===== config.mk =====
export PLATFORM = sky130hd
export DESIGN_NAME = pie_expander
export DESIGN_NICKNAME = d
export VERILOG_FILES = /design/src/rtl/pie_pkg.sv /design/src/rtl/pie_group.sv /design/src/rtl/pie_cpu_core.sv /design/src/rtl/pie_expander.sv
export SDC_FILE = /design/constraint.sdc
export NUM_CORES = 1
export LEC_CHECK = 0
export ABC_AREA = 1
export BUFFER_PORTS_ARGS = -buffer_cell sky130_fd_sc_hd__buf_2
export CORE_UTILIZATION = 41
export CTS_CLUSTER_SIZE = 12
export DETAILED_ROUTE_END_ITERATION = 8
export SYNTH_ARGS = -nofsm -noshare
export SYNTH_HDL_FRONTEND = slang
export SYNTH_SLANG_ARGS = --single-unit

===== constraint.sdc =====
create_clock -name clk -period 4.4 [get_ports clk]
set_input_delay 0.88 -clock clk [delete_from_list [all_inputs] [get_ports clk]]
set_output_delay 0.88 -clock clk [all_outputs]
set_load 0.05 [all_outputs]

===== src/rtl/pie_pkg.sv =====
package pie_pkg;

    typedef enum logic [1:0] {
        SEL_SRC_EN  = 2'd0,
        SEL_GATE_RL = 2'd1,
        SEL_CPU_EN  = 2'd2,
        SEL_GMASK   = 2'd3
    } wr_sel_e;

    typedef struct packed {
        logic       hit;
        logic [3:0] idx;
    } pick_t;

    localparam int PICK_W = 16;

    // Lowest set bit of a vector of up to 16 bits.
    function automatic pick_t pick_lowest(input logic [PICK_W-1:0] v);
        pick_t p;
        p.hit = 1'b0;
        p.idx = '0;
        for (int i = PICK_W - 1; i >= 0; i--) begin
            if (v[i]) begin
                p.hit = 1'b1;
                p.idx = 4'(i);
            end
        end
        return p;
    endfunction

endpackage


===== src/rtl/pie_group.sv =====
module pie_group
    import pie_pkg::*;
#(
    parameter int NS     = 8,
    parameter int SIDX_W = 3
) (
    input  logic              clk,
    input  logic              rst,
    input  logic [NS-1:0]     src_pulse,
    input  logic              en_wr,
    input  logic [NS-1:0]     en_data,
    input  logic              gate_release,
    input  logic              take_win,
    output logic              fwd,
    output logic              gate_q,
    output logic [SIDX_W-1:0] win_idx
);

    logic [NS-1:0] flag_q;
    logic [NS-1:0] en_q;
    logic [NS-1:0] live;
    logic [NS-1:0] win_mask;
    pick_t         pick;

    assign live = flag_q & en_q;

    always_comb begin
        pick    = pick_lowest(PICK_W'(live));
        win_idx = SIDX_W'(pick.idx);
        fwd     = pick.hit & ~gate_q;
    end

    always_comb begin
        win_mask = '0;
        for (int i = 0; i < NS; i++) begin
            win_mask[i] = take_win && (SIDX_W'(i) == win_idx);
        end
    end

    // A new pulse wins over the fetch-clear of the same source.
    always_ff @(posedge clk) begin
        if (rst) begin
            flag_q <= '0;
        end else begin
            flag_q <= (flag_q & ~win_mask) | src_pulse;
        end
    end

    always_ff @(posedge clk) begin
        if (rst) begin
            en_q <= '0;
        end else if (en_wr) begin
            en_q <= en_data;
        end
    end

    always_ff @(posedge clk) begin
        if (rst) begin
            gate_q <= 1'b0;
        end else if (fwd) begin
            gate_q <= 1'b1;
        end else if (gate_release) begin
            gate_q <= 1'b0;
        end
    end

endmodule


===== src/rtl/pie_cpu_core.sv =====
module pie_cpu_core
    import pie_pkg::*;
#(
    parameter int NG     = 12,
    parameter int LINE_W = 4
) (
    input  logic              clk,
    input  logic              rst,
    input  logic [NG-1:0]     grp_fwd,
    input  logic              en_wr,
    input  logic [NG-1:0]     en_data,
    input  logic              mask_wr,
    input  logic              mask_data,
    input  logic              cpu_ack,
    input  logic              cpu_ret,
    input  logic              swi_valid,
    input  logic [LINE_W-1:0] swi_line,
    output logic              irq_valid,
    output logic [LINE_W-1:0] irq_line,
    output logic [NG-1:0]     cpu_flag
);

    logic [NG-1:0] cpu_en_q;
    logic [NG-1:0] pending;
    logic          gmask_q;
    logic          gmask_saved_q;
    logic          taken;
    pick_t         pick;

    assign pending = cpu_flag & cpu_en_q;

    always_comb begin
        pick      = pick_lowest(PICK_W'(pending));
        irq_line  = LINE_W'(pick.idx);
        irq_valid = pick.hit & ~gmask_q;
    end

    assign taken = cpu_ack & irq_valid;

    always_ff @(posedge clk) begin
        if (rst) begin
            cpu_flag <= '0;
        end else begin
            for (int g = 0; g < NG; g++) begin
                if (grp_fwd[g]) begin
                    cpu_flag[g] <= 1'b1;
                end else if ((taken && irq_line == LINE_W'(g)) ||
                             (swi_valid && swi_line == LINE_W'(g))) begin
                    cpu_flag[g] <= 1'b0;
                end
            end
        end
    end

    always_ff @(posedge clk) begin
        if (rst) begin
            cpu_en_q <= '0;
        end else if (en_wr) begin
            cpu_en_q <= en_data;
        end
    end

    // Fetch beats return, return beats a software mask write.
    always_ff @(posedge clk) begin
        if (rst) begin
            gmask_q       <= 1'b1;
            gmask_saved_q <= 1'b1;
        end else if (taken) begin
            gmask_q       <= 1'b1;
            gmask_saved_q <= gmask_q;
        end else if (cpu_ret) begin
            gmask_q       <= gmask_saved_q;
        end else if (mask_wr) begin
            gmask_q       <= mask_data;
        end
    end

endmodule


===== src/rtl/pie_expander.sv =====
module pie_expander
    import pie_pkg::*;
#(
    parameter int NUM_GROUPS    = 12,
    parameter int SRC_PER_GROUP = 8
) (
    input  logic                                       clk,
    input  logic                                       rst,
    input  logic [NUM_GROUPS*SRC_PER_GROUP-1:0]        src_pulse,
    input  logic                                       wr_en,
    input  logic [1:0]                                 wr_sel,
    input  logic [$clog2(NUM_GROUPS)-1:0]              wr_group,
    input  logic [((NUM_GROUPS > SRC_PER_GROUP) ? NUM_GROUPS : SRC_PER_GROUP)-1:0] wr_data,
    input  logic                                       cpu_ack,
    input  logic                                       cpu_ret,
    input  logic                                       swi_valid,
    input  logic [$clog2(NUM_GROUPS)-1:0]              swi_line,
    output logic                                       irq_valid,
    output logic [$clog2(NUM_GROUPS)-1:0]              irq_line,
    output logic [$clog2(NUM_GROUPS*SRC_PER_GROUP)-1:0] vec_idx
);

    localparam int NG     = NUM_GROUPS;
    localparam int NS     = SRC_PER_GROUP;
    localparam int LINE_W = $clog2(NG);
    localparam int SIDX_W = $clog2(NS);
    localparam int VEC_W  = $clog2(NG * NS);

    wr_sel_e sel;
    logic [NG-1:0]     grp_fwd;
    logic [NG-1:0]     grp_gate;
    logic [NG-1:0]     cpu_flag;
    logic [SIDX_W-1:0] grp_win [NG];
    logic [SIDX_W-1:0] sel_win;
    logic              taken;

    assign sel   = wr_sel_e'(wr_sel);
    assign taken = cpu_ack & irq_valid;

    for (genvar g = 0; g < NG; g++) begin : g_grp
        pie_group #(
            .NS     (NS),
            .SIDX_W (SIDX_W)
        ) u_grp (
            .clk          (clk),
            .rst          (rst),
            .src_pulse    (src_pulse[g*NS +: NS]),
            .en_wr        (wr_en && sel == SEL_SRC_EN && wr_group == LINE_W'(g)),
            .en_data      (wr_data[NS-1:0]),
            .gate_release (wr_en && sel == SEL_GATE_RL && wr_data[g]),
            .take_win     (taken && irq_line == LINE_W'(g)),
            .fwd          (grp_fwd[g]),
            .gate_q       (grp_gate[g]),
            .win_idx      (grp_win[g])
        );
    end

    pie_cpu_core #(
        .NG     (NG),
        .LINE_W (LINE_W)
    ) u_core (
        .clk       (clk),
        .rst       (rst),
        .grp_fwd   (grp_fwd),
        .en_wr     (wr_en && sel == SEL_CPU_EN),
        .en_data   (wr_data[NG-1:0]),
        .mask_wr   (wr_en && sel == SEL_GMASK),
        .mask_data (wr_data[0]),
        .cpu_ack   (cpu_ack),
        .cpu_ret   (cpu_ret),
        .swi_valid (swi_valid),
        .swi_line  (swi_line),
        .irq_valid (irq_valid),
        .irq_line  (irq_line),
        .cpu_flag  (cpu_flag)
    );

    always_comb begin
        sel_win = '0;
        for (int g = 0; g < NG; g++) begin
            if (irq_line == LINE_W'(g)) begin
                sel_win = grp_win[g];
            end
        end
    end

    assign vec_idx = VEC_W'(irq_line) * VEC_W'(NS) + VEC_W'(sel_win);

endmodule


==> metrics.txt <==
outcome=finished, final reports clean; clock tree buffer depth=3; Slew HR=27.7%; Placed Area=0.0112 mm²; post-cts sizing count=0; Iter 0 DRT Violations=862; WHS Endpoint=u_core.cpu_en_q[9]; Worst Slack Setup Final=0.488 ns; fmax=256 MHz; Total GRT Usage=23.6%; layout cells sized above 1=13.2%; Max stage delay on crit path=0.35 ns; clock sink total=230; Worst-path clk slew=0.06 ns; max cap viols=0; power per cell area=379 mW/mm²; count leader, synth=nand2_1; static leakage=5.68 nW; die area=0.0260 mm²; Clock Skew=0.0155 ns; yosys warns=0; pin count of the biggest net entering global routing=99; num rows=57; vias in the first global route=9,343; number of enable flip-flop cells after synthesis=0; worst setup path class=register to output port; commonest cells in the netlist=334 x nand2_1, 241 x a21oi_1, 230 x dfxtp_1; clock root cell=clkbuf_16; Hold Path Origin=u_core.cpu_en_q[9]; CTS Hold Bufs=0; H-tree depth=1; Vias/cell=5.19; DP Worst Slack=1.06 ns; synth top area cells=dfxtp_1 44%, nand2_1 12%, a21oi_1 12%; reg2reg setup slack=1.43 ns; core region area=0.0246 mm²; sequential cell area fraction in the yosys report=44.3%; Worst Hold Class=register to register; Final nets=1,711; period utilization=88.9%; crit path launch type=register; Synth top area share=44.3%; Detail Route Antenna Nets=0; post-CTS setup buffers=0; WP data arrival=3.03 ns; clk_lat worst skew=0.53 ns; clock buffer count from CTS=25; Finished Core Util=48.9%; DRC viols=0; crit-path cells=nand2_1 > nand2_1 > a31oi_1 > o21bai_1 > nand2_2 > inv_1 > nand2_2 > nor2_4 > nand2_2 > nand2_1 > inv_1 > nand4_1 > nand2_1 > nand2_1 > nand2_1 > nand3_1 > buf_2; post-synth top area cell=dfxtp_1; Synth-to-Final Area Change=15.9%; die outline width=161 µm; RSZ-0062 raised after global routing=false; Filler cells=2,571; n_diodes=0; Post-Syn Nets=1,605; RR Endpoint=g_grp[1].u_grp.flag_q[2]; worst flop-to-flop path startpoint=u_core.cpu_en_q[1]; Routed WL per cell=16.0 µm; Hold Path Stages=2; Placer Congestion=0.910; CP max stage cell=dfxtp_1; Final HPWL DP=21,900 µm; Mapped Area=0.0104 mm²; # port buffers=135; first-pass GRT wire length=48,700 µm; prevailing post-synth register cell=dfxtp_1; ys async rst share=0%; design area=0.0120 mm²; syn avg cell area=7.02 µm²; endpoint class of the critical path=output port; max-slew violations=0; grt total ovfl=0; initial antenna violation count=0; minimum clock period=3.91 ns; CP required=3.52 ns; Peak VDD IR=0.000256 V; Setup violations, final=0; vias=10,009; TritonCTS clock tree=yes; post-route setup TNS=0 ns; Reg2Reg Depth=11; cells after synthesis=1,481; Initial DRT Pass Iterations=5; post-synth cell types=35; crit-path max FO=14; flops & latches, synth=230; Initial Utilization=42.2%; CP delay by family, top=simple AND/OR/NAND/NOR gates; CP Buf/Inv Count=3; Die H=161 µm; CP most frequent cell=nand2_1; Worst Tran Pin Value=1.08 ns; DRT Wirelength=30,800 µm; final hold vios=0; I/O Pins=136
==> routing by layer <==
metal / part of all wire, % / up-vias / global-route usage (%)
met5: 0 / - / 0
met4: 2.2 / 0 / 5.96
met3: 5.9 / 47 / 3.08
met2: 46 / 270 / 39.7
met1: 46 / 4587 / 31.8
li1: - / 5105 / -
==> power breakdown <==
group / switching [mW] / internal, mW / leakage [nW]
combinational: 0.188 / 0.107 / 3.39
sequential: 0.0459 / 2.16 / 1.89
clock: 0.834 / 1.23 / 0.402
==> worst min-delay path, cell delays in order, from the launching register on <==
cell and delay [ns]:
dfxtp_1 0.31, inv_1 0.04, a21oi_1 0.05
==> cells in the final DEF, fill, tap and decap left out, types with 2 or more instances in the layout <==
| cell type | synthesis | routed |
|---|---|---|
| inv_1 | 194 | 193 |
| buf_4 | 6 | 3 |
| nand2_4 | 2 | 2 |
| o211ai_1 | 4 | 4 |
| clkbuf_1 | 48 | 5 |
| clkbuf_16 | 0 | 25 |
| nor2_4 | 5 | 5 |
| inv_2 | 4 | 4 |
| o21bai_1 | 3 | 3 |
| nor2_2 | 2 | 2 |
| clkinv_2 | 0 | 4 |
| o21ai_0 | 169 | 169 |
| nand3_2 | 4 | 4 |
| a41o_1 | 5 | 5 |
| nor3_4 | 2 | 2 |
| or2_1 | 2 | 2 |
| nand3_1 | 54 | 54 |
| dfxtp_1 | 230 | 230 |
| buf_2 | 2 | 134 |
| clkbuf_8 | 0 | 8 |
| o31ai_1 | 26 | 26 |
| a31oi_1 | 2 | 2 |
| a21oi_1 | 241 | 241 |
| nor2_1 | 68 | 68 |
| nand4_1 | 15 | 15 |
| nor2_8 | 2 | 2 |
| a21o_1 | 5 | 5 |
| nand2_1 | 334 | 334 |
| o41ai_1 | 2 | 2 |
| nor3_1 | 10 | 10 |
| o21ai_1 | 23 | 23 |
| nand2_2 | 10 | 10 |
==> final cells by class <==
class                           instances  area, µm²  area share [%]
Clock buffer                           38        754            6.26
Multi-Input combinational cell        995       4790            39.8
Sequential cell                       230       4600            38.2
Timing Repair Buffer                  137        693            5.76
Clock inverter                          5       53.8           0.447
Inverter                              198        744            6.18
Tap cell                              324        405            3.37
==> registers in the layout, indices dropped and copies added, names as in the netlist <==
name / flops
g_grp.u_grp.en_q: 96
g_grp.u_grp.flag_q: 96
g_grp.u_grp.gate_q: 12
u_core.cpu_en_q: 12
u_core.cpu_flag: 12
u_core.gmask_q: 1
u_core.gmask_saved_q: 1
==> cell families after synthesis <==
group                  after synthesis  synth area share, %
buffers and inverters              256                 9.63
AOI/OAI and AO/OA                  482                 24.6
DFF                                230                 44.3
and+or+nand+nor                    513                 21.5
==> how the worst max path moves through the flow <==
| stage | cells past startpoint | endpoint | slack, ns | startpoint |
|---|---|---|---|---|
| floorplan | 13 | vec_idx[2] | 1.15 | u_core.cpu_flag[1] |
| global placement | 24 | vec_idx[2] | 1.09 | u_core.cpu_en_q[11] |
| detailed placement | 17 | vec_idx[2] | 1.06 | u_core.cpu_flag[10] |
| CTS | 17 | vec_idx[2] | 0.50 | u_core.cpu_flag[10] |
| global route | 23 | vec_idx[2] | 0.12 | u_core.cpu_flag[11] |
| finish | 17 | vec_idx[2] | 0.49 | u_core.cpu_flag[11] |
==> stage by stage <==
step | hold slack, ns | std cells | power, mW
after floorplan | 0.420 | 1481 | 2.41
after global placement | 0.432 | 1884 | 2.54
after detailed placement | 0.438 | 1884 | 2.55
after CTS | 0.447 | 1927 | 4.60
after global routing | 0.471 | 1927 | 4.74
final | 0.447 | 1927 | 4.57
No activity file was read; power rests on OpenSTA's default activity.
